[src/rtl/perf_err_pkg.sv]
package perf_err_pkg;
  localparam int DATA_W   = 8;
  localparam int ADDR_W   = 3;
  localparam int NUM_SRC  = 6;

  localparam logic [ADDR_W-1:0] A_FAS    = 3'd0;
  localparam logic [ADDR_W-1:0] A_EB_LO  = 3'd1;
  localparam logic [ADDR_W-1:0] A_EB_HI  = 3'd2;
  localparam logic [ADDR_W-1:0] A_CRC_LO = 3'd3;
  localparam logic [ADDR_W-1:0] A_CRC_HI = 3'd4;
  localparam logic [ADDR_W-1:0] A_MASK   = 3'd5;
  localparam logic [ADDR_W-1:0] A_STAT   = 3'd6;

  // status bit layout: even = count step, odd = wrap
  localparam int S_FAS_STEP = 0;
  localparam int S_FAS_WRAP = 1;
  localparam int S_EB_STEP  = 2;
  localparam int S_EB_WRAP  = 3;
  localparam int S_CRC_STEP = 4;
  localparam int S_CRC_WRAP = 5;
endpackage

[src/rtl/err_cnt.sv]
module err_cnt #(
  parameter int W  = 16,
  parameter int DW = 8
) (
  input  logic          clk,
  input  logic          rst,
  input  logic          inc,
  input  logic          wr_lo,
  input  logic          wr_hi,
  input  logic [DW-1:0] wdata,
  output logic [W-1:0]  cnt,
  output logic          step_evt,
  output logic          wrap_evt
);
  logic inc_eff;

  // any write to this counter drops a coincident strobe
  assign inc_eff  = inc & ~wr_lo & ~wr_hi;
  assign step_evt = inc_eff;
  assign wrap_evt = inc_eff & (&cnt);

  generate
    if (W > DW) begin : g_wide
      localparam int HI_W = W - DW;
      logic [DW-1:0] stage_q;

      always_ff @(posedge clk) begin
        if (rst) begin
          stage_q <= '0;
          cnt     <= '0;
        end else begin
          if (wr_lo) stage_q <= wdata;
          if (wr_hi)        cnt <= {wdata[HI_W-1:0], stage_q};
          else if (inc_eff) cnt <= cnt + 1'b1;
        end
      end
    end else begin : g_narrow
      always_ff @(posedge clk) begin
        if (rst)          cnt <= '0;
        else if (wr_lo)   cnt <= wdata[W-1:0];
        else if (inc_eff) cnt <= cnt + 1'b1;
      end
    end
  endgenerate
endmodule

[src/rtl/irq_ctl.sv]
module irq_ctl #(
  parameter int N = 6
) (
  input  logic         clk,
  input  logic         rst,
  input  logic [N-1:0] src,
  input  logic         mask_wr,
  input  logic         stat_wr,
  input  logic [N-1:0] wdata,
  output logic [N-1:0] mask_q,
  output logic [N-1:0] stat_q,
  output logic         irq_q
);
  logic [N-1:0] clr;
  logic [N-1:0] stat_d;

  always_comb begin
    clr    = stat_wr ? wdata : '0;
    stat_d = (stat_q & ~clr) | (src & mask_q);
  end

  always_ff @(posedge clk) begin
    if (rst) begin
      mask_q <= '0;
      stat_q <= '0;
      irq_q  <= 1'b0;
    end else begin
      if (mask_wr) mask_q <= wdata;
      stat_q <= stat_d;
      irq_q  <= |stat_d;
    end
  end
endmodule

[src/rtl/perf_err_bank.sv]
module perf_err_bank
  import perf_err_pkg::*;
#(
  parameter int FAS_W  = 8,
  parameter int WIDE_W = 16
) (
  input  logic              clk,
  input  logic              rst,
  input  logic              fas_err_i,
  input  logic              ebit_err_i,
  input  logic              crc_err_i,
  input  logic              wr_en_i,
  input  logic              rd_en_i,
  input  logic [ADDR_W-1:0] addr_i,
  input  logic [DATA_W-1:0] wdata_i,
  output logic [DATA_W-1:0] rdata_o,
  output logic              irq_o
);
  logic [FAS_W-1:0]   fas_cnt;
  logic [WIDE_W-1:0]  eb_cnt;
  logic [WIDE_W-1:0]  crc_cnt;
  logic [NUM_SRC-1:0] src;
  logic [NUM_SRC-1:0] irq_mask;
  logic [NUM_SRC-1:0] irq_stat;
  logic fas_step, fas_wrap, eb_step, eb_wrap, crc_step, crc_wrap;
  logic [DATA_W-1:0] rd_mux;

  logic w_fas, w_eb_lo, w_eb_hi, w_crc_lo, w_crc_hi, w_mask, w_stat;
  assign w_fas    = wr_en_i && addr_i == A_FAS;
  assign w_eb_lo  = wr_en_i && addr_i == A_EB_LO;
  assign w_eb_hi  = wr_en_i && addr_i == A_EB_HI;
  assign w_crc_lo = wr_en_i && addr_i == A_CRC_LO;
  assign w_crc_hi = wr_en_i && addr_i == A_CRC_HI;
  assign w_mask   = wr_en_i && addr_i == A_MASK;
  assign w_stat   = wr_en_i && addr_i == A_STAT;

  err_cnt #(.W(FAS_W), .DW(DATA_W)) u_fas (
    .clk(clk), .rst(rst), .inc(fas_err_i), .wr_lo(w_fas), .wr_hi(1'b0),
    .wdata(wdata_i), .cnt(fas_cnt), .step_evt(fas_step), .wrap_evt(fas_wrap)
  );

  err_cnt #(.W(WIDE_W), .DW(DATA_W)) u_eb (
    .clk(clk), .rst(rst), .inc(ebit_err_i), .wr_lo(w_eb_lo), .wr_hi(w_eb_hi),
    .wdata(wdata_i), .cnt(eb_cnt), .step_evt(eb_step), .wrap_evt(eb_wrap)
  );

  err_cnt #(.W(WIDE_W), .DW(DATA_W)) u_crc (
    .clk(clk), .rst(rst), .inc(crc_err_i), .wr_lo(w_crc_lo), .wr_hi(w_crc_hi),
    .wdata(wdata_i), .cnt(crc_cnt), .step_evt(crc_step), .wrap_evt(crc_wrap)
  );

  always_comb begin
    src = '0;
    src[S_FAS_STEP] = fas_step;
    src[S_FAS_WRAP] = fas_wrap;
    src[S_EB_STEP]  = eb_step;
    src[S_EB_WRAP]  = eb_wrap;
    src[S_CRC_STEP] = crc_step;
    src[S_CRC_WRAP] = crc_wrap;
  end

  irq_ctl #(.N(NUM_SRC)) u_irq (
    .clk(clk), .rst(rst), .src(src), .mask_wr(w_mask), .stat_wr(w_stat),
    .wdata(wdata_i[NUM_SRC-1:0]), .mask_q(irq_mask), .stat_q(irq_stat),
    .irq_q(irq_o)
  );

  always_comb begin
    case (addr_i)
      A_FAS:    rd_mux = DATA_W'(fas_cnt);
      A_EB_LO:  rd_mux = eb_cnt[DATA_W-1:0];
      A_EB_HI:  rd_mux = DATA_W'(eb_cnt >> DATA_W);
      A_CRC_LO: rd_mux = crc_cnt[DATA_W-1:0];
      A_CRC_HI: rd_mux = DATA_W'(crc_cnt >> DATA_W);
      A_MASK:   rd_mux = DATA_W'(irq_mask);
      A_STAT:   rd_mux = DATA_W'(irq_stat);
      default:  rd_mux = '0;
    endcase
  end

  always_ff @(posedge clk) begin
    if (rst)          rdata_o <= '0;
    else if (rd_en_i) rdata_o <= rd_mux;
  end
endmodule

[config.mk]
export PLATFORM = sky130hd
export DESIGN_NAME = perf_err_bank
export DESIGN_NICKNAME = d
export VERILOG_FILES = /design/src/rtl/perf_err_pkg.sv /design/src/rtl/err_cnt.sv /design/src/rtl/irq_ctl.sv /design/src/rtl/perf_err_bank.sv
export SDC_FILE = /design/constraint.sdc
export NUM_CORES = 1
export LEC_CHECK = 0
export BUFFER_PORTS_ARGS = -buffer_cell sky130_fd_sc_hd__buf_4
export CAP_MARGIN = 20
export CORE_UTILIZATION = 35
export CTS_CLUSTER_DIAMETER = 200
export DETAILED_ROUTE_END_ITERATION = 12
export PLACE_DENSITY = 0.56
export SLEW_MARGIN = 10
export SYNTH_ARGS = -nofsm -noshare
export SYNTH_HDL_FRONTEND = slang
export SYNTH_SLANG_ARGS = --single-unit
export TNS_END_PERCENT = 1
[constraint.sdc]
create_clock -name clk -period 4.33 [get_ports clk]
set_clock_uncertainty 0.2 [all_clocks]
set_input_delay 0.866 -clock clk [delete_from_list [all_inputs] [get_ports clk]]
set_output_delay 0.866 -clock clk [all_outputs]
set_load 0.01 [all_outputs]
* Word level (Yosys, flattened, before mapping)
Cells that the tools add are included.
** Storage, ports and cells
- Bits in writable memories :: 0
- Register bits after elaboration :: 77
- Memory bits (read-only) :: 0
- Memories kept :: 0
- Output and inout port bits :: 9
- Latch bits :: 0
- Input bits :: 18
- Word-level logic and storage cells :: 58
** Cells by class
- Reduce and logical (&&, ||, !) cells :: 15
- Equality and inequality tests :: 6
- Divide/modulo/power cells :: 0
- $mul :: 0
- Shift-type cells :: 0
- Bitwise logic cells :: 17
- $add $sub $neg :: 3
- Muxes and demuxes :: 8
- Order comparisons :: 0
** Operator list (count)
- 2-to-1 mux 16 bit :: 4
- case mux 8 bit (7 select lines) :: 1
- adder 16 x 1 -> 16 bit (second input constant) :: 2
- AND reduction 16 bit :: 2
- 2-to-1 mux 8 bit :: 2
- bitwise AND 6 bit :: 2
- == test 3 bit (second input constant) :: 3
- adder 8 x 1 -> 8 bit (second input constant) :: 1
- bitwise AND 1 bit :: 8
- AND reduction 8 bit :: 1
- logical AND 1 bit :: 7
- == test 3 x 2 -> 1 bit (second input constant) :: 2
- 2-to-1 mux 6 bit :: 1
- NOT 6 bit :: 1
- OR 6 bit :: 1
- nonzero test 2 bit :: 3
- OR reduction 6 bit :: 1
- NOT 1 bit :: 5
- == test 3 x 1 -> 1 bit (second input constant) :: 1
- logical NOT 3 bit :: 1

* Logic depth before layout (Yosys ltp)
Gate-level depths: netlist (run 1).
- Word-level depth :: 9
- Gate-level depth with buffers :: 7
- Mapped depth without buffers :: 6

* Modules after synthesis
From an unflattened synthesis (run 1), not the netlist that was laid out.
** Unflattened totals
- Cell total of the unflattened synthesis :: 479
- Area, all modules :: 4105.2 µm²
** By module, submodules not included
- err_cnt (u_crc ...) :: instances 2, seq. area each 480.5 µm², area each 1171.1 µm², cells each 131
- perf_err_bank :: instances 1, seq. area each 160.2 µm², area each 804.5 µm², cells each 108
- irq_ctl :: instances 1, seq. area each 260.2 µm², area each 490.5 µm², cells each 52
- err_cnt (u_fas) :: instances 1, seq. area each 160.2 µm², area each 467.9 µm², cells each 57

* Worst setup path before layout (run 1)
Ideal clock, no wire load.
- Path type :: input -> register
- Start :: input addr_i[2]
- End :: register u_eb.cnt[13]
- Path buffers :: 1
- Cell stages on the path :: 5
- Setup slack :: 1.780 ns
- Data required time :: 4.039 ns
- Setup time :: 0.091 ns
- Arrival :: 2.259 ns
- Path through :: buf_2 -> and4bb_2 -> or3_1 -> or3_1 -> a311oi_1
** On the way
- Longest elaborated chain between the ends :: 6
- Elaborated cells on any way between the ends :: 10
- Classes of those cells :: eq/ne: 2; mux: 1; bitwise: 4; reduce/logical: 3
** RTL lines
- start: declaration :: RTL line perf_err_bank.sv:14 : input logic [ADDR_W-1:0] addr_i,
- == test 3 x 1 -> 1 bit :: RTL line perf_err_bank.sv:30 : assign w_eb_lo = wr_en_i && addr_i == A_EB_LO;
- logical AND 1 bit :: RTL line perf_err_bank.sv:30
- NOT 1 bit :: RTL line err_cnt.sv:18 : assign inc_eff = inc & ~wr_lo & ~wr_hi;
- bitwise AND 1 bit (2 in series) :: RTL line err_cnt.sv:18
- nonzero test 2 bit (no line)
- end signal: assignment :: RTL line err_cnt.sv:33 : if (wr_hi) cnt <= {wdata[HI_W-1:0], stage_q};
- end signal: assignment :: RTL line err_cnt.sv:34 : else if (inc_eff) cnt <= cnt + 1'b1;
- end: declaration :: RTL line err_cnt.sv:11 : output logic [W-1:0] cnt,
Several ways; a longest one is shown, not always the timed one.
A chain may end at the register's enable or synchronous reset.

* Worst setup path in the final report (run 1)
- Start :: input addr_i[2]
- End :: register u_crc.cnt[9]
** On the way
- Longest elaborated chain between the ends :: 6
- Elaborated cells on any way between the ends :: 10
- Classes of those cells :: eq/ne: 2; mux: 1; bitwise: 4; reduce/logical: 3
** RTL lines
- == test 3 x 2 -> 1 bit :: RTL line perf_err_bank.sv:32 : assign w_crc_lo = wr_en_i && addr_i == A_CRC_LO;
- logical AND 1 bit :: RTL line perf_err_bank.sv:32
- NOT 1 bit :: RTL line err_cnt.sv:18
- bitwise AND 1 bit (2 in series) :: RTL line err_cnt.sv:18
- nonzero test 2 bit (no line)
- end signal: assignment :: RTL line err_cnt.sv:33
- end signal: assignment :: RTL line err_cnt.sv:34
- end: declaration :: RTL line err_cnt.sv:11
Several ways; a longest one is shown, not always the timed one.

==> results of run 1 <==
==> worst reg2reg max path, delay by kind of cell, from the launching register on <==
kind,cells,cell delay [ps]
DFF,1,460
and+or+nand+nor,3,1190
AOI/OAI and AO/OA,1,250
==> final timing paths <==
| kind | from | endpoint | slack (ps) | cells past startpoint |
|---|---|---|---|---|
| setup / recovery | addr_i[2] | u_crc.cnt[9] | 1620 | 5 |
| hold / removal | u_eb.g_wide.stage_q[2] | u_eb.g_wide.stage_q[2] | 250 | 2 |
| setup reg to reg | u_crc.cnt[4] | u_crc.cnt[9] | 2150 | 4 |
| hold reg to reg | u_eb.g_wide.stage_q[2] | u_eb.g_wide.stage_q[2] | 250 | 2 |
==> final cells by class <==
type,count,area share [%]
multi-input combinational,354,50.7
sequential,77,35.1
timing repair buffer,28,4.78
tap,140,3.98
clock buffer,12,3.53
clock inverter,4,1.59
inverter,4,0.341
==> layer usage <==
metal  track usage, %  vias up
met5                0        -
met4             9.49        0
met3             4.60       17
met2             32.1       70
met1             27.0     1630
li1                 -     1698
==> layout by cell type, fill, tap and decap left out, drive strengths merged, types with 3 or more instances in the layout <==
| cell type | netlist | final |
|---|---|---|
| mux2i | 16 | 16 |
| nor3 | 5 | 5 |
| nand2 | 66 | 66 |
| or3 | 4 | 4 |
| buf | 10 | 28 |
| inv | 3 | 3 |
| a21oi | 20 | 20 |
| a211oi | 34 | 34 |
| dfxtp | 77 | 77 |
| nand3 | 20 | 20 |
| mux4 | 4 | 4 |
| o211ai | 3 | 3 |
| a311oi | 3 | 3 |
| mux2 | 7 | 7 |
| nor2 | 64 | 64 |
| and3 | 5 | 5 |
| o21ai | 7 | 7 |
| and4 | 3 | 3 |
| nor2b | 5 | 5 |
| xnor2 | 14 | 14 |
| nand4 | 13 | 13 |
| a31oi | 6 | 6 |
| xor2 | 20 | 20 |
| clkbuf | 21 | 12 |
| ha | 3 | 3 |
| a32oi | 6 | 6 |
| clkinv | 1 | 3 |
| a22oi | 8 | 8 |
==> cells by family after synthesis <==
kind of cell,count (synthesis),share of synthesized area [%]
mux,27,8.42
xor+xnor,34,7.62
buf+inv,35,3.52
simple gates,197,23.6
fa+ha+maj,3,0.960
flops,77,39.4
compound gates,93,16.4
==> through the flow <==
step	setup WS, ps	utilization [%]	total power, W	cell area, um^2
after floorplan	1780	-	0.000865	3910
after global placement	1300	38.5	0.000922	4170
after detailed placement	1250	38.5	0.000924	4170
after CTS	1670	40.6	0.00155	4400
after global routing	1510	40.6	0.00159	4400
final	1620	40.6	0.00153	4400
==> registers in the layout (all words and copies together), names as in the netlist <==
register              count
u_crc.g_wide.stage_q      8
u_fas.cnt                 8
u_eb.g_wide.stage_q       8
rdata_o                   8
u_eb.cnt                 16
u_irq.mask_q              6
u_irq.irq_q               1
u_irq.stat_q              6
u_crc.cnt                16
==> power by group through the flow <==
stage	combinational [W]	clock [W]	sequential, W
after detailed placement	0.000144	0	0.000780
after floorplan	0.0000964	0	0.000768
after CTS	0.000145	0.000641	0.000764
after global placement	0.000142	0	0.000780
after global routing	0.000159	0.000666	0.000768
final	0.000145	0.000621	0.000764
==> results.yml, run 1 <==
status:
  status: "finished, final reports clean"
min_path:
  hp-class: "reg -> reg"
clock_tree:
  clockBufferDepth: 2
  cts_buffers: 9
  htreeDepth: 3
  cts_resized: 0
  clkTransAtPathRegs_ps: 70
  cts_sinks: 77
  clockRootBuffer: "clkbuf_8"
  cts_setup_buffers: 0
  cts_tree: "yes"
  hold_buffers: 0
  clk_latency_ps: 370
worst_setup_path:
  worstPathRequired_ps: 4410
  worst-path-buf-inv: 1
  slowest_delay_ps: 590
  crit_family: "simple AND/OR/NAND/NOR gates"
  worstPathArrival_ps: 2790
  end_kind: "flop"
  slowest_stage: "or4b_1"
  critPathMaxFanout: 29
  path_class: "in -> reg"
  startpoint_type: "input pin"
  crit_chain: "buf_4, nand4b_1, or4b_1, or3_1, a311oi_1"
synthesis:
  ys.flop_type: "dfxtp_1"
  yosys.area.top_type_share_pct: 39.4
  synthArstFlopShare_pct: 0
  synthesis.nets: 487
  syn_area_mm2: 0.00391
  synth-seq-area-share_pct: 39.4
  synth-seq-cells: 77
  synth_commonest_cells: "dfxtp_1 (77), nand2_1 (66), nor2_1 (64)"
  synthTopCellsByArea: "dfxtp_1 (39%), a211oi_1 (6.5%), nand2_1 (6.3%)"
  yosysMostFrequentCell: "dfxtp_1"
  yosysWarnings: 0
  avgSynthCellArea_um2: 8.39
  synthCells: 466
  synth_edf_count: 0
  ys_types: 44
  synth_top_area_cell: "dfxtp_1"
detailed_routing:
  antenna_left: 0
  drt-wirelength-per-cell_um: 17.9
  met2_length_mm: 5.05
  first_pass_iters: 5
  wirelength_mm: 11.1
  wl_met1_mm: 5.23
  post-route-drc-count: 0
  wl_met3_um: 510
  top_layer: "met4"
  drt_iter0_markers: 197
  num_vias: 3415
  viasPerCell: 5.52
timing:
  whs_ps: 255
  slew_viol_final: 0
  grt_setup_unrepaired: "false"
  fin_tns_setup_ps: 0
  finalHoldViolCount: 0
  slew_headroom_pct: 45.0
  worst_slew_pin_slew_ps: 824
  fin_crit_sh_pct: 62.7
  clock.fmax_ghz: 0.368
  fin_crit_ps: 2710
  finalSetupViolations: 0
placement:
  dp_hpwl_mm: 7.60
  gp_congestion: 0.861
  io_buffers: 26
  dpl.cell_count: 603
power_and_ir_drop:
  p_sw_w: 0.000385
  p_leak_nw: 1.56
  ir_drop_mv: 0.217
  pwr-share-comb_pct: 9.5
  p_sw_share_pct: 25.2
  p_seq_share_pct: 49.9
  p_clk_share_pct: 40.6
  intPower_w: 0.00115
  powerDensity_mw_per_mm2: 348
job:
  cap_violations: 0
floorplan:
  dieHeight_um: 108
  ios: 27
  initial_utilization_pct: 36.1
  dieWidth_um: 108
  die-area_mm2: 0.0116
  core_area_mm2: 0.0108
  rows: 38
final_layout:
  fillerInstances: 1096
  drive_gt1_share_pct: 11.9
  diodes: 0
  layout-area-overhead-vs-synth_pct: 12.5
  multiInputGateArea_mm2: 0.00223
  instances_no_fill: 619
  fin_nets: 495
  layout.area.seq_mm2: 0.00154
global_route:
  grt_pass1_wl_mm: 17.7
  grt_pass1_vias: 3234
  grt_max_degree: 78
  antenna_found_initial: 0
  grt.overflow.total: 0
  grt_usage_pct: 20.6
(Power assumes the default switching activity.)
==> inputs of run 2 (changes only) <==
PLACE_DENSITY = 0.58   (was 0.56)
clock period = 2.35 ns   (was 4.33 ns; I/O delays follow)
==> run 2 against run 1 <==
Compared with the run above: clock-buffer cell count shrank 2; hold slack got worse by 31 ps; flip-flop and latch count is the same; sequential power is 85% higher; clock power is 60% higher; sequential share of layout area fell by 0.98 points; setup slack worse by 1400 ps; wire length grew 1.4%; core utilization grew 1.2 points; cell count up 2.9%; critical path depth fell by 1; largest power group unchanged.
==> results.yml, run 2 (synthesis results as in run 1) <==
status:
  status: "finished, final reports clean"
timing:
  finalHoldViolCount: 0
  clock.fmax_ghz: 0.468
  fin_tns_setup_ps: 0
  fin_crit_sh_pct: 91.0
  finalSetupViolations: 0
  grt_setup_unrepaired: "false"
  slew_viol_final: 0
  fin_crit_ps: 2140
  whs_ps: 224
  worst_slew_pin_slew_ps: 421
  slew_headroom_pct: 71.9
worst_setup_path:
  worstPathRequired_ps: 2430
  slowest_stage: "or4b_1"
  critPathLaunch: "u_crc.cnt[3]"
  path_class: "reg -> reg"
  slowest_delay_ps: 600
  critPathMaxFanout: 6
  end_kind: "flop"
  worstPathArrival_ps: 2210
  crit_chain: "nand4_2, or4b_1, or3_1, a311oi_1"
  worstReg2RegStart: "u_crc.cnt[3]"
  startpoint_type: "flop"
detailed_routing:
  drt-wirelength-per-cell_um: 17.6
  viasPerCell: 5.61
  antenna_left: 0
  wirelength_mm: 11.2
  post-route-drc-count: 0
  first_pass_iters: 5
  drt_iter0_markers: 304
  num_vias: 3575
floorplan:
  core_area_mm2: 0.0108
  die-area_mm2: 0.0116
  initial_utilization_pct: 36.1
  ios: 27
  dieHeight_um: 108
  rows: 38
  dieWidth_um: 108
clock_tree:
  clkTransAtPathRegs_ps: 80
  clockBufferDepth: 2
  cts_tree: "yes"
  clockRootBuffer: "clkbuf_8"
  cts_sinks: 77
  htreeDepth: 3
  cts_resized: 0
  hold_buffers: 0
  clk_latency_ps: 360
  cts_buffers: 9
  cts_setup_buffers: 0
final_layout:
  layout_commonest_cell: "dfxtp_1"
  top_regs: "u_crc.cnt: 16 flops, u_eb.cnt: 16 flops"
  final_cell_mix: "dfxtp_1 (77), nand2_1 (66), nor2_1 (64), buf_4 (44), a211oi_1 (34)"
  diodes: 0
  layout.area.seq_mm2: 0.00154
  layout-area-overhead-vs-synth_pct: 15.7
  fillerInstances: 1125
  multiInputGateArea_mm2: 0.00223
  fin_nets: 513
  drive_gt1_share_pct: 15.1
power_and_ir_drop:
  p_leak_nw: 1.63
  ir_drop_mv: 0.333
  p_sw_w: 0.000725
  p_clk_share_pct: 36.9
  intPower_w: 0.00196
  powerDensity_mw_per_mm2: 594
  p_sw_share_pct: 27.0
  pwr-share-comb_pct: 10.7
  p_seq_share_pct: 52.4
global_route:
  use_met3_pct: 4.06
  grt.overflow.total: 0
  grtUsageMet2_pct: 33.0
  grt_usage_pct: 21.0
  antenna_found_initial: 0
  grt_use_met1_pct: 27.5
  grt_pass1_wl_mm: 18.2
  busiest_layer: "met2"
  grt_pass1_vias: 3470
  grt_max_degree: 48
job:
  cap_violations: 0
placement:
  gp_congestion: 0.868
  io_buffers: 26
  dp_hpwl_mm: 8.03
min_path:
  hp-class: "in -> reg"
  hp-start: "wdata_i[7]"
## run 2: changes by cell type in the layout (fill, tap and decap cells not counted), sizes merged
cell      before  now
clkinvlp       0    2
bufinv         2    1
clkinv         3    4
buf           28   46
clkbuf        12   10
## run 2: per-stage QoR
step | power [W] | setup WS, ps | cell area (um^2) | std cells | util (%)
floorplan | 0.00159 | 196 | 3910 | 466 | -
global placement | 0.00172 | 81.4 | 4330 | 621 | 40.0
detailed placement | 0.00172 | 107 | 4330 | 621 | 40.0
CTS | 0.00271 | 217 | 4520 | 637 | 41.7
global route | 0.00280 | 73.5 | 4520 | 637 | 41.7
finish | 0.00269 | 212 | 4520 | 637 | 41.7
## run 2: layout make-up
class                      count  share of cell area, %
clock inverter                 6                   1.41
inverter                       4                  0.332
sequential                    77                   34.1
clock buffer                  10                   2.82
timing repair buffer          46                   8.19
multi-input combinational    354                   49.3
tap                          140                   3.87
## run 2: worst max-delay path, delay by kind of cell, from the launching register on
| family | cells | cell delay (ps) |
|---|---|---|
| compound gates | 1 | 250 |
| flops | 1 | 470 |
| simple gates | 3 | 1130 |
## run 2: metal layers
layer	vias up	wire (um)	share of wire (%)
li1	1723	-	-
met1	1732	5180	46
met2	97	5250	47
met3	23	469	4.2
met4	0	342	3.0
met5	-	0	0
## run 2: path summary, 6_finish.rpt
check                             to  slack, ps  depth (start not counted)
min reg2reg   u_eb.g_wide.stage_q[3]        260                          2
max                     u_crc.cnt[9]        210                          4
max reg2reg             u_crc.cnt[9]        210                          4
min          u_crc.g_wide.stage_q[7]        220                          3
## run 2: power groups by stage
stage	Sequential, W	Clock [W]	Combinational (W)
floorplan	0.00142	0	0.000178
global placement	0.00144	0	0.000281
detailed placement	0.00144	0	0.000285
CTS	0.00141	0.00101	0.000286
global route	0.00142	0.00107	0.000313
finish	0.00141	0.000991	0.000286
==> inputs of run 3 (changes only) <==
PLACE_DENSITY = 0.54   (was 0.58)
==> run 3 against run 2 <==
Compared with the run above: register-to-register slack worse by 80 ps; non-clock buffer count grew 5; largest cell class unchanged; largest power group unchanged; sequential power about the same; critical path type unchanged; via count decreased by 0.73%; cell count is 0.78% higher; hold slack got worse by 1.3 ps; clock-buffer cell count is 2 higher; wire length is 3.4% higher; critical path depth unchanged; core utilization grew 0.43 points; highest routed layer unchanged; global-route usage increased by 0.32 points; power rose by 5.9%.
==> results.yml, run 3 (synthesis results as in run 1) <==
worst_setup_path:
  startpoint_type: "flop"
  crit_family: "simple AND/OR/NAND/NOR gates"
  slowest_delay_ps: 650
  slowest_stage: "or4b_1"
  path_class: "reg -> reg"
  critPathMaxFanout: 6
  crit_chain: "nand4_2, or4b_1, or3_1, a311oi_1"
  worst-path-buf-inv: 0
  r2r_slack_ps: 140
  critPathLaunch: "u_crc.cnt[6]"
  worstReg2RegStart: "u_crc.cnt[6]"
  timing.rr.end: "u_crc.cnt[11]"
  end_kind: "flop"
  worstPathRequired_ps: 2410
  worstPathArrival_ps: 2270
  r2r_cells: 4
clock_tree:
  clk_latency_ps: 360
  cts_resized: 0
  clockBufferDepth: 2
  cts_sinks: 77
  cts_buffers: 9
  htreeDepth: 3
  cts_tree: "yes"
  cts_setup_buffers: 0
  hold_buffers: 0
  clockRootBuffer: "clkbuf_8"
  clkTransAtPathRegs_ps: 80
placement:
  dp_hpwl_mm: 8.37
  dpl_cell_area_mm2: 0.00434
  gp_congestion: 0.877
  post-place-ws_ps: 153
  io_buffers: 26
detailed_routing:
  drt-wirelength-per-cell_um: 18.1
  drt_iter0_markers: 261
  num_vias: 3549
  post-route-drc-count: 0
  first_pass_iters: 6
  wirelength_mm: 11.6
  antenna_left: 0
  viasPerCell: 5.53
final_layout:
  layout.area.seq_mm2: 0.00154
  fin_nets: 518
  drive_gt1_share_pct: 15.9
  final_cell_mix: "dfxtp_1 (77), nand2_1 (66), nor2_1 (64), buf_4 (51), a211oi_1 (34)"
  final_cell_area_mm2: 0.00457
  fillerInstances: 1121
  diodes: 0
  top_regs: "u_crc.cnt: 16 flops, u_eb.cnt: 16 flops"
  layout_commonest_cell: "dfxtp_1"
  layout-area-overhead-vs-synth_pct: 16.9
  multiInputGateArea_mm2: 0.00223
timing:
  slew_headroom_pct: 68.9
  fin_crit_ps: 2210
  worst_slew_pin_slew_ps: 464
  grt_setup_unrepaired: "false"
  finalHoldViolCount: 0
  clock.fmax_ghz: 0.452
  setup_ws_ps: 137
  fin_tns_setup_ps: 0
  fin_crit_sh_pct: 94.2
  finalSetupViolations: 0
  slew_viol_final: 0
power_and_ir_drop:
  ir_drop_mv: 0.370
  p_leak_nw: 1.68
  power_w: 0.00284
  powerDensity_mw_per_mm2: 623
global_route:
  grt_pass1_vias: 3379
  grt_max_degree: 38
  grt_pass1_wl_mm: 18.3
  grt_usage_pct: 21.3
  grt.overflow.total: 0
  antenna_found_initial: 0
floorplan:
  initial_utilization_pct: 36.1
  dieHeight_um: 108
  die-area_mm2: 0.0116
  dieWidth_um: 108
  ios: 27
  rows: 38
  core_area_mm2: 0.0108
min_path:
  hp-class: "in -> reg"
  hp-start: "wdata_i[7]"
  whs_path_depth: 3
  worstHoldEndpoint: "u_crc.g_wide.stage_q[7]"
status:
  status: "finished, final reports clean"
job:
  cap_violations: 0
==> run 3: layout make-up <==
| type | instances | share of cell area (%) |
|---|---|---|
| Inverter | 4 | 0.329 |
| Sequential cell | 77 | 33.7 |
| Clock buffer | 12 | 3.40 |
| Clock inverter | 4 | 1.53 |
| Multi-Input combinational cell | 354 | 48.8 |
| Timing Repair Buffer | 51 | 8.38 |
| Tap cell | 140 | 3.83 |
==> run 3: worst max path at each step <==
| stage | to | cells after the start |
|---|---|---|
| 2_1_floorplan | u_eb.cnt[13] | 5 |
| 3_3_place_gp | u_eb.cnt[13] | 5 |
| 3_5_place_dp | u_crc.cnt[11] | 5 |
| 4_1_cts | u_crc.cnt[11] | 4 |
| 5_1_grt | u_crc.cnt[11] | 4 |
| 6_report | u_crc.cnt[11] | 4 |
==> run 3: power by group <==
group          leakage [nW]  internal (W)  switching [W]
Sequential            0.625       0.00135      0.0000575
Combinational         0.935      0.000128       0.000168
Clock                 0.116      0.000653       0.000489
Total                  1.68       0.00213       0.000715
==> run 3: routing by layer <==
layer	vias to the layer above	wire length (um)	track usage [%]
met4	0	286	8.12
met1	1684	5210	27.1
li1	1736	-	-
met5	-	0	0
met3	25	685	5.02
met2	104	5440	34.8
==> run 3: tightest hold or removal path: cells and delay by family <==
kind            cells  cell delay (ps)
simple gates        1               60
buf+inv             1              160
compound gates      1               50
==> run 3: metrics by stage <==
| stage | util [%] | instances | hold WS, ps |
|---|---|---|---|
| floorplan | - | 466 | 237 |
| global placement | 40.1 | 626 | 243 |
| detailed placement | 40.1 | 626 | 249 |
| CTS | 42.2 | 642 | 211 |
| global route | 42.2 | 642 | 210 |
| finish | 42.2 | 642 | 222 |
